`src/rtl/fact_pkg.sv`:
```
package fact_pkg;
  localparam logic [7:0] OPERAND_OFS = 8'h08;
  localparam logic [7:0] STATUS_OFS  = 8'h20;
  localparam int BUSY_BIT  = 0;
  localparam int IRQEN_BIT = 7;
  localparam int FULL_SIZE = 4;

  typedef struct packed {
    logic load;    // capture operand, seed accumulator and counter
    logic step;    // one multiply, counter down by one
    logic commit;  // write accumulator back over operand
  } factCtrl_t;
endpackage

```
`src/rtl/fact_datapath.sv`:
```
module fact_datapath
  import fact_pkg::*;
#(
  parameter int DATA_W = 32
) (
  input  logic              clk,
  input  logic              rst,
  input  factCtrl_t         ctrl,
  input  logic [DATA_W-1:0] loadVal,
  output logic [DATA_W-1:0] operand,
  output logic              cntZero
);
  logic [DATA_W-1:0] operandQ;
  logic [DATA_W-1:0] accQ;
  logic [DATA_W-1:0] cntQ;

  always_ff @(posedge clk) begin
    if (rst) begin
      operandQ <= '0;
      accQ     <= '0;
      cntQ     <= '0;
    end else if (ctrl.load) begin
      operandQ <= loadVal;
      accQ     <= DATA_W'(1);
      cntQ     <= loadVal;
    end else if (ctrl.step) begin
      accQ <= accQ * cntQ;
      cntQ <= cntQ - DATA_W'(1);
    end else if (ctrl.commit) begin
      operandQ <= accQ;
    end
  end

  assign operand = operandQ;
  assign cntZero = (cntQ == '0);
endmodule

```
`src/rtl/fact_ctrl.sv`:
```
module fact_ctrl
  import fact_pkg::*;
#(
  parameter int ADDR_W = 8,
  parameter int SIZE_W = 4
) (
  input  logic              clk,
  input  logic              rst,
  input  logic              wrEn,
  input  logic [ADDR_W-1:0] addr,
  input  logic [SIZE_W-1:0] size,
  input  logic              enBit,
  input  logic              cntZero,
  output factCtrl_t         ctrl,
  output logic              busy,
  output logic              irqEn,
  output logic              irqReq
);
  logic busyQ, irqEnQ, irqReqQ;
  logic fullWr;

  assign fullWr = wrEn && (size == SIZE_W'(FULL_SIZE));

  always_comb begin
    ctrl.load   = fullWr && (addr == ADDR_W'(OPERAND_OFS)) && !busyQ;
    ctrl.step   = busyQ && !cntZero;
    ctrl.commit = busyQ && cntZero;
  end

  always_ff @(posedge clk) begin
    if (rst) begin
      busyQ   <= 1'b0;
      irqEnQ  <= 1'b0;
      irqReqQ <= 1'b0;
    end else begin
      irqReqQ <= ctrl.commit && irqEnQ;
      if (ctrl.load)
        busyQ <= 1'b1;
      else if (ctrl.commit)
        busyQ <= 1'b0;
      if (fullWr && (addr == ADDR_W'(STATUS_OFS)))
        irqEnQ <= enBit;
    end
  end

  assign busy   = busyQ;
  assign irqEn  = irqEnQ;
  assign irqReq = irqReqQ;
endmodule

```
`src/rtl/factorial_coproc.sv`:
```
module factorial_coproc
  import fact_pkg::*;
#(
  parameter int DATA_W = 32,
  parameter int ADDR_W = 8,
  parameter int SIZE_W = 4
) (
  input  logic              clk,
  input  logic              rst,
  input  logic              wrEn,
  input  logic              rdEn,
  input  logic [ADDR_W-1:0] addr,
  input  logic [SIZE_W-1:0] size,
  input  logic [DATA_W-1:0] wrData,
  output logic [DATA_W-1:0] rdData,
  output logic              irqReq,
  output logic [DATA_W-1:0] irqMask
);
  factCtrl_t         ctrl;
  logic              cntZero, busy, irqEn;
  logic [DATA_W-1:0] operand;
  logic [DATA_W-1:0] statusWord;

  fact_ctrl #(.ADDR_W(ADDR_W), .SIZE_W(SIZE_W)) u_ctrl (
    .clk(clk), .rst(rst), .wrEn(wrEn), .addr(addr), .size(size),
    .enBit(wrData[IRQEN_BIT]), .cntZero(cntZero), .ctrl(ctrl),
    .busy(busy), .irqEn(irqEn), .irqReq(irqReq)
  );

  fact_datapath #(.DATA_W(DATA_W)) u_dp (
    .clk(clk), .rst(rst), .ctrl(ctrl), .loadVal(wrData),
    .operand(operand), .cntZero(cntZero)
  );

  always_comb begin
    statusWord = '0;
    statusWord[BUSY_BIT]  = busy;
    statusWord[IRQEN_BIT] = irqEn;
  end

  always_comb begin
    if (!rdEn)
      rdData = '0;
    else if (size != SIZE_W'(FULL_SIZE))
      rdData = '1;
    else if (addr == ADDR_W'(OPERAND_OFS))
      rdData = operand;
    else if (addr == ADDR_W'(STATUS_OFS))
      rdData = statusWord;
    else
      rdData = '1;
  end

  assign irqMask = irqReq ? DATA_W'(1) : '0;
endmodule

```
`config.mk`:
```
export PLATFORM = sky130hd
export DESIGN_NAME = factorial_coproc
export DESIGN_NICKNAME = d
export VERILOG_FILES = /design/src/rtl/fact_pkg.sv /design/src/rtl/fact_datapath.sv /design/src/rtl/fact_ctrl.sv /design/src/rtl/factorial_coproc.sv
export SDC_FILE = /design/constraint.sdc
export NUM_CORES = 1
export LEC_CHECK = 0
export ABC_AREA = 1
export BUFFER_PORTS_ARGS = -buffer_cell sky130_fd_sc_hd__buf_2
export CORE_MARGIN = 4
export CORE_UTILIZATION = 30
export DETAILED_ROUTE_END_ITERATION = 8
export HOLD_SLACK_MARGIN = 0.03
export PLACE_DENSITY_LB_ADDON = 0.05
export RECOVER_POWER = 50
export SYNTH_ARGS = -nofsm -noshare
export SYNTH_HDL_FRONTEND = slang
export SYNTH_HIERARCHICAL = 1
export SYNTH_SLANG_ARGS = --single-unit
```
`constraint.sdc`:
```
create_clock -name clk -period 13 [get_ports clk]
set_input_delay 1.3 -clock clk [delete_from_list [all_inputs] [get_ports clk]]
set_output_delay 1.3 -clock clk [all_outputs]
set_load 0.01 [all_outputs]
```
---- After elaboration in Yosys (flattened, before gate mapping) ----
Index checks and enable logic that the tools add are counted.
operators by class
  equal/unequal tests ..................... 5
  muxes and demuxes ....................... 14
  add/subtract/negate cells ............... 1
  multiply operators ...................... 1
  reduce and logical (&&, ||, !) cells .... 14
operators with widths
  kind                   count
  $mux 32                9
  $logic_not 32->1       1
  $mul 32x32->32         1
  $sub 32x1->32 const B  1
  $eq 8x4->1 const B     1
  $eq 8x6->1 const B     1
  $logic_and 1x1->1      7
  $mux 1                 5
  $eq 4x3->1 const B     1
  $ne 4x3->1 const B     1
  $reduce_bool 2->1      2
  $logic_not 1->1        2
  $ne 2x1->1 const B     1
  $reduce_and 2->1       1
  $reduce_or 2->1        1
word-level totals
  logic and storage cells ................. 42
  input port bits ......................... 48
  output and inout bits ................... 65
  register bits after elaboration ......... 99

---- Depth between registers and ports, before layout ----
Gate-level depths: netlist (run 1).
  depth in word-level cells ............... 6
  depth in mapped cells ................... 36
  gate-level depth less buffers ........... 34

---- Modules after synthesis ----
The synthesis (run 1) kept the hierarchy.
modules (own cells, without submodules)
  module            times used  cells each  area each (sq um)  sequential area each (sq um)
  fact_datapath     1           2858        21051.4            1921.8
  factorial_coproc  1           138         1034.7             0.0
  fact_ctrl         1           37          214.0              60.1

---- Worst setup path after synthesis (run 1) ----
OpenSTA, ideal clock, no wires.
  path kind ............................... register to register
  from .................................... reg u_dp.cntQ[8]
  to ...................................... reg u_dp.accQ[31]
  path buffers ............................ 2
  required time ........................... 12.883 ns
  setup slack ............................. 6.386 ns
  cell stages (with the launch flop) ...... 27
  arrival ................................. 6.497 ns
  period minus slack after synthesis ...... 6.614 ns
  library setup time ...................... 0.117 ns
  cell sequence ........................... dfxtp_1 clkbuf_1 buf_1 nand2_1 fa_1 inv_1 fa_1 inv_1 fa_1 inv_1 fa_1 inv_1 fa_1 inv_1 fa_1 fa_1 fa_1 ha_1 nand2_1 nor4_1 nand3_1 nand3_1 a211oi_1 nand3_1 nand2_1 nor2_1 nor2_1
between the ends
  cells in the longest elaborated chain, start to end .. 3
  elaborated cells between the ends (all ways) .. 4
  those cells by class .................... mul: 1; reduce/logical: 3
ends and longest elaborated chain
  item                                                                    line                 source
  start: declaration                                                      fact_datapath.sv:15  logic [DATA_W-1:0] cntQ;
  start signal: assignment                                                fact_datapath.sv:25  cntQ <= loadVal;
  start signal: assignment                                                fact_datapath.sv:28  cntQ <= cntQ - DATA_W'(1);
  parallel branches: the longest is 3 deep, another holds $mul 32x32->32  --
  end signal: assignment                                                  fact_datapath.sv:27  accQ <= accQ * cntQ;
  end: declaration                                                        fact_datapath.sv:14  logic [DATA_W-1:0] accQ;
Several ways; the timed one is not identified.
A chain may end at the register's enable or synchronous reset.

---- Worst setup path after layout (run 1) ----
  from .................................... reg u_dp.cntQ[0]
  to ...................................... reg u_dp.accQ[22]
The elaborated chain is that of the path after synthesis.

==> results.json, run 1 <==
{
  "hold_path_class": "flip-flop to flip-flop",
  "worst_path_max_delay_cell": "clkbuf_1",
  "ys_warn_count": 6,
  "finalSetupViolCount": 0,
  "violations": "max-capacitance violations, max-slew violations",
  "reg2reg_to": "u_dp/accQ[22]",
  "remaining_drc_errors": 0,
  "drive_above_1_share_pct": 7.49,
  "reg2reg_from": "u_dp/cntQ[0]",
  "synthTopCellsByCount": "866 x nand2_1, 785 x inv_1, 408 x fa_1",
  "min_from": "u_dp/operand[28]",
  "cp.required_ns": 13.33,
  "post-route-period-util_pct": 59.0,
  "via_per_inst": 4.55,
  "die-area_mm2": 0.0788,
  "maxCapViolations": 4,
  "cp-startpoint": "u_dp/cntQ[0]",
  "grt_usage_pct": 20.1,
  "outcome": "finished with violations",
  "syn_avg_cell_area_um2": 7.35,
  "grt_pass1_vias": 18800,
  "layout_min_cycle_time_ns": 7.67,
  "crit_arrival_ns": 8.01,
  "htree_levels": 3,
  "crit_top_cell": "fa_1",
  "ys_seq_area_share_pct": 8.89,
  "cts_tree": "yes",
  "worst-r2r-cell-count": 19,
  "synth_top_area_share_pct": 36.6,
  "cts_inserted_buffers": 9,
  "postRouteAntennaNets": 0,
  "synth_flop_cell": "dfxtp_1",
  "final_util_pct": 32.2,
  "p_leak_nw": 13.2,
  "pre_cts_slack_ns": 5.67,
  "fin_tns_setup_ns": 0,
  "hold_buffers": 0,
  "worst_pin_slew_ns": 3.27,
  "synth_edf_count": 0,
  "finClkSkew_ns": 0.0143,
  "grt_antenna_before_repair": 2,
  "drt_iter0_drc": 1045,
  "clockBufferDepth": 2,
  "vias": 18100,
  "die_x_um": 281,
  "yosys.area.top_type": "fa_1",
  "vdd_drop_max_v": 0.0000523,
  "path_class": "flip-flop to flip-flop",
  "area_delta_synth_final_pct": 5.84,
  "syn_area_mm2": 0.0223,
  "yosysMostFrequentCell": "nand2_1",
  "drtPass1Iterations": 5,
  "die_height_um": 281,
  "path_max_fanout": 35,
  "portBuffers": 81,
  "slew_violations": 154,
  "crit_path_cell_trace": "clkbuf_1 > nand2_1 > fa_1 > fa_1 > inv_1 > fa_1 > inv_1 > fa_1 > fa_1 > fa_1 > inv_1 > ha_1 > nand2_1 > nor4_1 > nand4_1 > a31o_2 > nand3_1 > o211ai_1 > inv_1",
  "drt-total-wl_mm": 77.5,
  "core_mm2": 0.0733,
  "setup_slack_ns": 5.33,
  "final_hold_viol_count": 0,
  "grt_pass1_wl_mm": 119,
  "grt_max_degree": 61,
  "wl_per_cell_um": 19.5,
  "antenna_cells": 0,
  "final_net_count": 3593,
  "post_cts_resized": 0,
  "cpPeakStageDelay_ns": 1.78,
  "start_kind": "flip-flop",
  "ys_ff_latch": 99,
  "max_freq_mhz": 130,
  "clk_pin_slew_ns": 0.08,
  "min_delay_worst_endpoint": "u_dp/operand[28]",
  "ys_types": 57,
  "ys_top_cells_by_area": "fa_1 37%, nand2_1 15%, inv_1 13%",
  "async_reset_ff_share_pct": 0,
  "synthCells": 3033,
  "dpl.hpwl_mm": 59.0,
  "ios": 113,
  "cts_root_buffer": "clkbuf_16",
  "r2r_slack_ns": 5.33,
  "post_cts_buffers": 0,
  "p_per_area_mw_per_mm2": 26.5,
  "num_rows": 99,
  "worst_setup_path_end_kind": "flip-flop",
  "total_power_mw": 0.625,
  "cts_sinks": 99,
  "slew_headroom_pct": -119,
  "rsz0062_at_grt": "false",
  "grt_overflow": 0,
  "hold_depth": 2,
  "start_util_pct": 30.4,
  "place_congestion": 0.834,
  "insertion_delay_ns": 0.39
}
[worst max-delay path by stage]
stage	slack, ns	depth (start not counted)	end
finish	5.33	19	u_dp/accQ[22]
global route	4.78	22	u_dp/accQ[31]
CTS	5.64	22	u_dp/accQ[22]
detailed placement	5.67	22	u_dp/accQ[22]
global placement	5.69	22	u_dp/accQ[22]
floorplan	6.39	26	u_dp/accQ[31]
[per-layer routing]
| layer | global-route usage (%) | wire length [um] |
|---|---|---|
| met1 | 29.7 | 37700 |
| met2 | 31.3 | 34200 |
| met3 | 2.80 | 3960 |
| met4 | 4.65 | 1630 |
| met5 | 0 | 0 |
[logic make-up (layout without fill, tap and decap cells)]
| family | after synthesis | after routing | share of synthesized area, % |
|---|---|---|---|
| AOI/OAI and AO/OA | 215 | 215 | 6.10 |
| xor gates and xnor gates | 57 | 57 | 2.24 |
| adders and majority gates | 532 | 532 | 43.6 |
| buffers and inverters | 997 | 952 | 18.1 |
| DFF | 99 | 99 | 8.89 |
| other | 1 | 31 | 0.0168 |
| and+or+nand+nor | 1132 | 1132 | 21.0 |
[power by group]
group | total, mW | switching (mW) | internal, mW
combinational | 0.0364 | 0.0246 | 0.0118
sequential | 0.303 | 0.0000349 | 0.303
clock | 0.286 | 0.151 | 0.135
total | 0.625 | 0.175 | 0.450
[state kept, by name, summed over array words and instances, names as in the netlist]
register / count
u_ctrl/busy: 1
u_dp/operand: 32
u_dp/accQ: 32
u_ctrl/irqReq: 1
u_dp/cntQ: 32
u_ctrl/irqEn: 1
[critical path: cells and delay by family, from the launching register on]
kind	cells	cell delay, ns
AO/OA/AOI/OAI	2	0.38
adder cells (fa/ha/maj)	7	3.51
buffers and inverters	5	2.03
flip-flops	1	0.31
AND/OR/NAND/NOR	5	1.33
[placed cells by master (no fill, tap or decap), types with 2 or more instances in the layout]
| cell | count |
|---|---|
| nand2_1 | 867 |
| inv_1 | 786 |
| fa_1 | 408 |
| ha_1 | 124 |
| nor2_1 | 103 |
| dfxtp_1 | 98 |
| nand3_1 | 65 |
| a31oi_1 | 58 |
| buf_4 | 53 |
| buf_2 | 49 |
| a21oi_1 | 49 |
| o21ai_0 | 44 |
| xor2_1 | 39 |
| clkbuf_1 | 36 |
| nand2_2 | 35 |
| a21oi_2 | 33 |
| conb_1 | 31 |
| xnor2_1 | 18 |
| nand4_1 | 11 |
| clkbuf_16 | 9 |
| nor3_1 | 9 |
| nor2_2 | 8 |
| nand3b_1 | 8 |
| nor4_1 | 7 |
| a21o_1 | 7 |
| inv_2 | 6 |
| o211ai_1 | 6 |
| nor2_4 | 5 |
| clkinv_2 | 4 |
| nand3_2 | 3 |
| o21ai_1 | 3 |
| o21bai_1 | 3 |
| o21a_1 | 3 |
| nand2_4 | 2 |
| inv_6 | 2 |
| inv_8 | 2 |
| a31o_2 | 2 |
| nor3_2 | 2 |
[layout make-up]
class	instances	area [um^2]
Fill cell	7974	49700
Multi-Input combinational cell	1967	16300
Inverter	798	3010
Sequential cell	99	1980
Tap cell	959	1200
Timing Repair Buffer	138	778
Clock buffer	9	225
Clock inverter	7	68.8
[stage by stage]
step | area [um^2] | hold WS, ns | instances
final | 23600 | 0.484 | 3977
after global routing | 23600 | 0.517 | 3977
after CTS | 23700 | 0.489 | 3977
after detailed placement | 23400 | 0.479 | 3961
after global placement | 23400 | 0.474 | 3961
after floorplan | 22400 | 0.429 | 3063
No activity file was read; power rests on OpenSTA's default activity.
==> inputs of run 2 (changes only) <==
clock period = 7.25 ns   (was 13 ns; I/O delays follow)
==> results.json, run 2 (synthesis results as in run 1) <==
{
  "outcome": "finished with violations",
  "violations": "max-capacitance violations, max-slew violations",
  "vias": 18400,
  "area_delta_synth_final_pct": 9.63,
  "insertion_delay_ns": 0.40,
  "htree_levels": 3,
  "layout_min_cycle_time_ns": 6.87,
  "slew_headroom_pct": -123,
  "cts_inserted_buffers": 9,
  "ios": 113,
  "postRouteAntennaNets": 0,
  "grtUsageMet2_pct": 31.3,
  "grt_max_degree": 42,
  "start_kind": "flip-flop",
  "post_cts_buffers": 0,
  "max_freq_mhz": 146,
  "via_per_inst": 4.52,
  "path_class": "flip-flop to flip-flop",
  "crit_top_cell": "fa_1",
  "gr-max-usage-layer": "met1",
  "finClkSkew_ns": 0.0136,
  "slew_violations": 135,
  "die_x_um": 281,
  "num_rows": 99,
  "p_per_area_mw_per_mm2": 47.5,
  "maxCapViolations": 4,
  "core_mm2": 0.0733,
  "clk_pin_slew_ns": 0.08,
  "worst_path_max_delay_cell": "fa_1",
  "met1_usage_pct": 32.2,
  "hold_buffers": 0,
  "final_area_mm2": 0.0244,
  "vdd_drop_max_v": 0.0000950,
  "grt_usage_pct": 20.6,
  "clockBufferDepth": 2,
  "place_congestion": 0.841,
  "cts_sinks": 99,
  "drive_above_1_share_pct": 11.0,
  "final_hold_viol_count": 0,
  "start_util_pct": 30.4,
  "worst_pin_slew_ns": 3.33,
  "fin_tns_setup_ns": 0,
  "post-route-period-util_pct": 94.8,
  "pwr-share-clk_pct": 47.6,
  "dpl.hpwl_mm": 65.8,
  "fill_cells": 7962,
  "cts_tree": "yes",
  "rsz0062_at_grt": "false",
  "final_net_count": 3679,
  "grt_pass1_wl_mm": 122,
  "intPower_mw": 0.842,
  "grt_antenna_before_repair": 1,
  "cp.required_ns": 7.55,
  "remaining_drc_errors": 0,
  "switching_share_pct": 27.5,
  "post_cts_resized": 0,
  "grt_overflow": 0,
  "grt_pass1_vias": 19200,
  "finalNonFillerCells": 4064,
  "p_comb_share_pct": 5.7,
  "place_area_mm2": 0.0242,
  "critPathBufInv": 7,
  "drtPass1Iterations": 5,
  "drt_iter0_drc": 1144,
  "portBuffers": 81,
  "die_height_um": 281,
  "hold_path_class": "flip-flop to flip-flop",
  "cpPeakStageDelay_ns": 0.56,
  "crit_arrival_ns": 7.18,
  "p_leak_nw": 13.7,
  "critical-path-top-delay-family": "adder cells",
  "drt-total-wl_mm": 78.8,
  "die-area_mm2": 0.0788,
  "use_met3_pct": 2.46,
  "final_util_pct": 33.3,
  "finalSetupViolCount": 0,
  "final_common_cell": "nand2_1",
  "cts_root_buffer": "clkbuf_16",
  "place_inst": 4047,
  "wl_per_cell_um": 19.4,
  "path_max_fanout": 16,
  "most-common-layout-cells": "867 x nand2_1, 785 x inv_1, 408 x fa_1",
  "p_switching_mw": 0.320,
  "worst_setup_path_end_kind": "flip-flop",
  "pwr-share-seq_pct": 46.7
}
==> run 2: final cells by class <==
| class | instances | area (um^2) | share of cell area (%) |
|---|---|---|---|
| multi-input combinational | 1967 | 16400 | 67.0 |
| inverter | 798 | 3010 | 12.3 |
| sequential | 99 | 2010 | 8.22 |
| timing repair buffer | 224 | 1530 | 6.27 |
| tap | 959 | 1200 | 4.91 |
| clock buffer | 9 | 225 | 0.921 |
| clock inverter | 7 | 93.8 | 0.384 |
| antenna | 1 | 2.50 | 0.0102 |
==> run 2: path summary, 6_finish.rpt <==
check,depth (start not counted),slack (ns),end,startpoint
worst max-delay path,26,0.38,u_dp/accQ[29],u_dp/cntQ[2]
worst min-delay path,2,0.48,u_dp/operand[28],u_dp/operand[28]
worst max register to register,26,0.38,u_dp/accQ[29],u_dp/cntQ[2]
worst min register to register,2,0.48,u_dp/operand[28],u_dp/operand[28]
==> run 2: through the flow <==
stage	hold WS (ns)	setup WS [ns]	power [mW]
after floorplan	0.429	0.636	0.607
after global placement	0.476	0.0543	0.625
after detailed placement	0.471	0.103	0.626
after CTS	0.483	0.0566	1.19
after global routing	0.516	0.00679	1.21
final	0.482	0.379	1.16
==> run 2: layer usage <==
layer | vias up | share of wire, %
met5 | - | 0
met4 | 0 | 0.85
met3 | 36 | 4.7
met2 | 404 | 43
met1 | 9156 | 52
li1 | 8784 | -
==> run 2: power groups by stage <==
stage	Clock [mW]	Combinational, mW	Sequential [mW]
floorplan	0	0.0507	0.556
global placement	0	0.0690	0.556
detailed placement	0	0.0700	0.556
CTS	0.575	0.0702	0.543
global route	0.589	0.0740	0.543
finish	0.553	0.0663	0.543
==> run 2: worst register-to-register path, stage by stage, from the launching register on <==
cell and delay, ns:
dfxtp_2 0.42, buf_4 0.26, nand2_1 0.09, inv_1 0.06
fa_1 0.52, inv_1 0.05, fa_1 0.39, fa_1 0.52
fa_1 0.56, inv_1 0.06, fa_1 0.51, inv_1 0.06
fa_1 0.53, inv_1 0.05, fa_1 0.50, fa_1 0.47
ha_1 0.39, a21oi_2 0.19, a21boi_0 0.20, o21ai_0 0.14
nand2_1 0.09, nand3_2 0.14, a31o_2 0.25, a21oi_1 0.11
o21ai_0 0.12, nand2_1 0.08, inv_1 0.03
==> inputs of run 3 (changes only) <==
CORE_ASPECT_RATIO = 1.1   (was default)
SYNTH_HIERARCHICAL = default   (was 1)
==> results.json, run 3 <==
{
  "ys_types": 54,
  "worst_setup_path_end_kind": "flip-flop",
  "hold_path_class": "flip-flop to flip-flop",
  "cpPeakStageDelay_ns": 0.65,
  "p_per_area_mw_per_mm2": 47.1,
  "via_per_inst": 4.54,
  "final_common_cell": "nand2_1",
  "num_rows": 104,
  "min_delay_worst_endpoint": "u_ctrl.irqReq",
  "drtPass1Iterations": 7,
  "ys_warn_count": 0,
  "yosys.area.top_type": "fa_1",
  "reg2reg_to": "u_dp.accQ[29]",
  "hold_depth": 2,
  "violations": "max-capacitance violations, max-slew violations",
  "remaining_drc_errors": 0,
  "slew_headroom_pct": -10.1,
  "crit_path_cell_trace": "nand2_1 > fa_1 > inv_1 > fa_1 > inv_1 > fa_1 > inv_1 > fa_1 > inv_1 > fa_1 > inv_1 > fa_1 > fa_1 > fa_1 > ha_1 > a21oi_1 > o21ai_0 > a21oi_1 > nand3_1 > a21oi_1 > o21ai_0 > buf_4 > o211ai_2 > inv_1",
  "ys_top_cells_by_area": "fa_1 37%, nand2_1 14%, inv_1 14%",
  "cts_tree": "yes",
  "crit_arrival_ns": 7.24,
  "die-area_mm2": 0.0783,
  "vias": 18400,
  "die_height_um": 293,
  "synth_top_area_share_pct": 36.9,
  "portBuffers": 81,
  "max_freq_mhz": 144,
  "core_mm2": 0.0731,
  "grt_pass1_wl_mm": 122,
  "min_from": "u_ctrl.irqEn",
  "cts_root_buffer": "clkbuf_16",
  "vdd_drop_max_v": 0.0000985,
  "worst_path_max_delay_cell": "fa_1",
  "yosysMostFrequentCell": "nand2_1",
  "start_kind": "flip-flop",
  "worst-r2r-cell-count": 24,
  "drt-total-wl_mm": 78.7,
  "synth_edf_count": 0,
  "ys_seq_area_share_pct": 8.95,
  "postRouteAntennaNets": 0,
  "syn_avg_cell_area_um2": 7.29,
  "outcome": "finished with violations",
  "grt_max_degree": 60,
  "fin_tns_setup_ns": 0,
  "area_delta_synth_final_pct": 9.37,
  "synthCells": 3041,
  "grt_overflow": 0,
  "r2r_slack_ns": 0.31,
  "die_x_um": 267,
  "synthTopCellsByCount": "828 x nand2_1, 813 x inv_1, 408 x fa_1",
  "insertion_delay_ns": 0.40,
  "path_max_fanout": 6,
  "maxCapViolations": 2,
  "start_util_pct": 30.3,
  "ys_ff_latch": 99,
  "worst_pin_slew_ns": 1.64,
  "cp.required_ns": 7.55,
  "cts_sinks": 99,
  "async_reset_ff_share_pct": 0,
  "p_leak_nw": 13.7,
  "fill_cells": 8050,
  "final_net_count": 3673,
  "ios": 113,
  "grt_usage_pct": 20.5,
  "critical-path-top-delay-family": "adder cells",
  "grt_antenna_before_repair": 1,
  "most-common-layout-cells": "828 x nand2_1, 814 x inv_1, 408 x fa_1",
  "grt_pass1_vias": 19600,
  "clockBufferDepth": 2,
  "place_area_mm2": 0.0240,
  "antenna_cells": 0,
  "slew_violations": 67,
  "dpl.hpwl_mm": 66.9,
  "drive_above_1_share_pct": 8.10,
  "final_area_mm2": 0.0242,
  "cts_inserted_buffers": 9,
  "synth_flop_cell": "dfxtp_1",
  "clk_pin_slew_ns": 0.09,
  "wl_per_cell_um": 19.4,
  "post-route-period-util_pct": 95.8,
  "finalSetupViolCount": 0,
  "place_congestion": 0.885,
  "final_util_pct": 33.1,
  "drt_iter0_drc": 1026,
  "crit_top_cell": "fa_1",
  "syn_area_mm2": 0.0222,
  "critPathBufInv": 7,
  "path_class": "flip-flop to flip-flop",
  "final_hold_viol_count": 0,
  "htree_levels": 3,
  "path_depth": 24,
  "finClkSkew_ns": 0.0222,
  "reg2reg_from": "u_dp.accQ[16]",
  "layout_min_cycle_time_ns": 6.94
}
-- run 3: changes by cell type after synthesis, sizes merged, moves of 6 or more --
cell	previous run	this run
xnor2	18	27
buf	93	114
a31oi	58	52
nand2	904	831
a21oi	82	66
inv	793	818
nor2	116	127
clkbuf	106	89
xor2	39	27
o21ai	48	108
-- run 3: how the worst max path moves through the flow --
stage	start	end	slack (ns)
4_1_cts	u_dp.cntQ[3]	u_dp.accQ[31]	0.13
2_1_floorplan	u_dp.cntQ[5]	u_dp.accQ[26]	0.59
3_3_place_gp	u_dp.accQ[11]	u_dp.accQ[31]	-0.08
6_report	u_dp.accQ[16]	u_dp.accQ[29]	0.31
5_1_grt	u_dp.cntQ[2]	u_dp.accQ[26]	-0.01
3_5_place_dp	u_dp.accQ[11]	u_dp.accQ[31]	-0.11
-- run 3: kinds of logic after synthesis --
group | share of synthesized area [%]
buffers and inverters | 18.6
adders and majority gates | 43.9
AOI/OAI and AO/OA | 6.71
other | 0.0169
DFF | 8.95
xor gates and xnor gates | 2.17
and+or+nand+nor | 19.7
-- run 3: routing by layer --
metal  share of wire (%)  GRT usage, %  vias to the layer above
li1                    -             -                     8802
met1                  45          27.5                     9169
met2                  50          36.4                      373
met3                 2.7          1.36                       60
met4                 2.4          4.81                        0
met5                   0             0                        -
-- run 3: worst register-to-register path, delay by kind of cell, from the launching register on --
kind                     cells  cell delay [ns]
AO/OA/AOI/OAI                6             0.99
adder cells (fa/ha/maj)      9             4.63
buffers and inverters        7             0.51
flip-flops                   1             0.47
AND/OR/NAND/NOR              2             0.24
-- run 3: cell type report --
class | count | area (um^2) | share of cell area, %
Timing Repair Buffer | 214 | 1480 | 6.10
Sequential cell | 99 | 2000 | 8.27
Multi-Input combinational cell | 1950 | 16200 | 66.8
Clock inverter | 7 | 72.6 | 0.299
Clock buffer | 9 | 225 | 0.929
Inverter | 819 | 3080 | 12.7
Tap cell | 954 | 1190 | 4.93
-- run 3: timing repair --
| item | CTS | global route |
|---|---|---|
| gates resized for setup | 1 | 20 |
| hold buffers | 0 | 0 |
| buffers inserted | 0 | 0 |
| cloned | 0 | 0 |
| endpoints found under the setup margin | 4 | 13 |
-- run 3: where the power goes --
| group | switching, mW | total [mW] | leakage [nW] | internal [mW] |
|---|---|---|---|---|
| Sequential | 0.000130 | 0.543 | 0.805 | 0.542 |
| Combinational | 0.0414 | 0.0603 | 12.8 | 0.0190 |
| Clock | 0.295 | 0.539 | 0.146 | 0.244 |
-- run 3: through the flow --
step / hold WS (ns) / setup slack [ns] / std cells / power, mW
6_report: 0.469 / 0.307 / 4052 / 1.14
5_1_grt: 0.495 / -0.0103 / 4052 / 1.18
4_1_cts: 0.476 / 0.133 / 4052 / 1.16
3_5_place_dp: 0.461 / -0.110 / 4036 / 0.619
3_3_place_gp: 0.458 / -0.0760 / 4036 / 0.619
2_1_floorplan: 0.431 / 0.585 / 3071 / 0.600
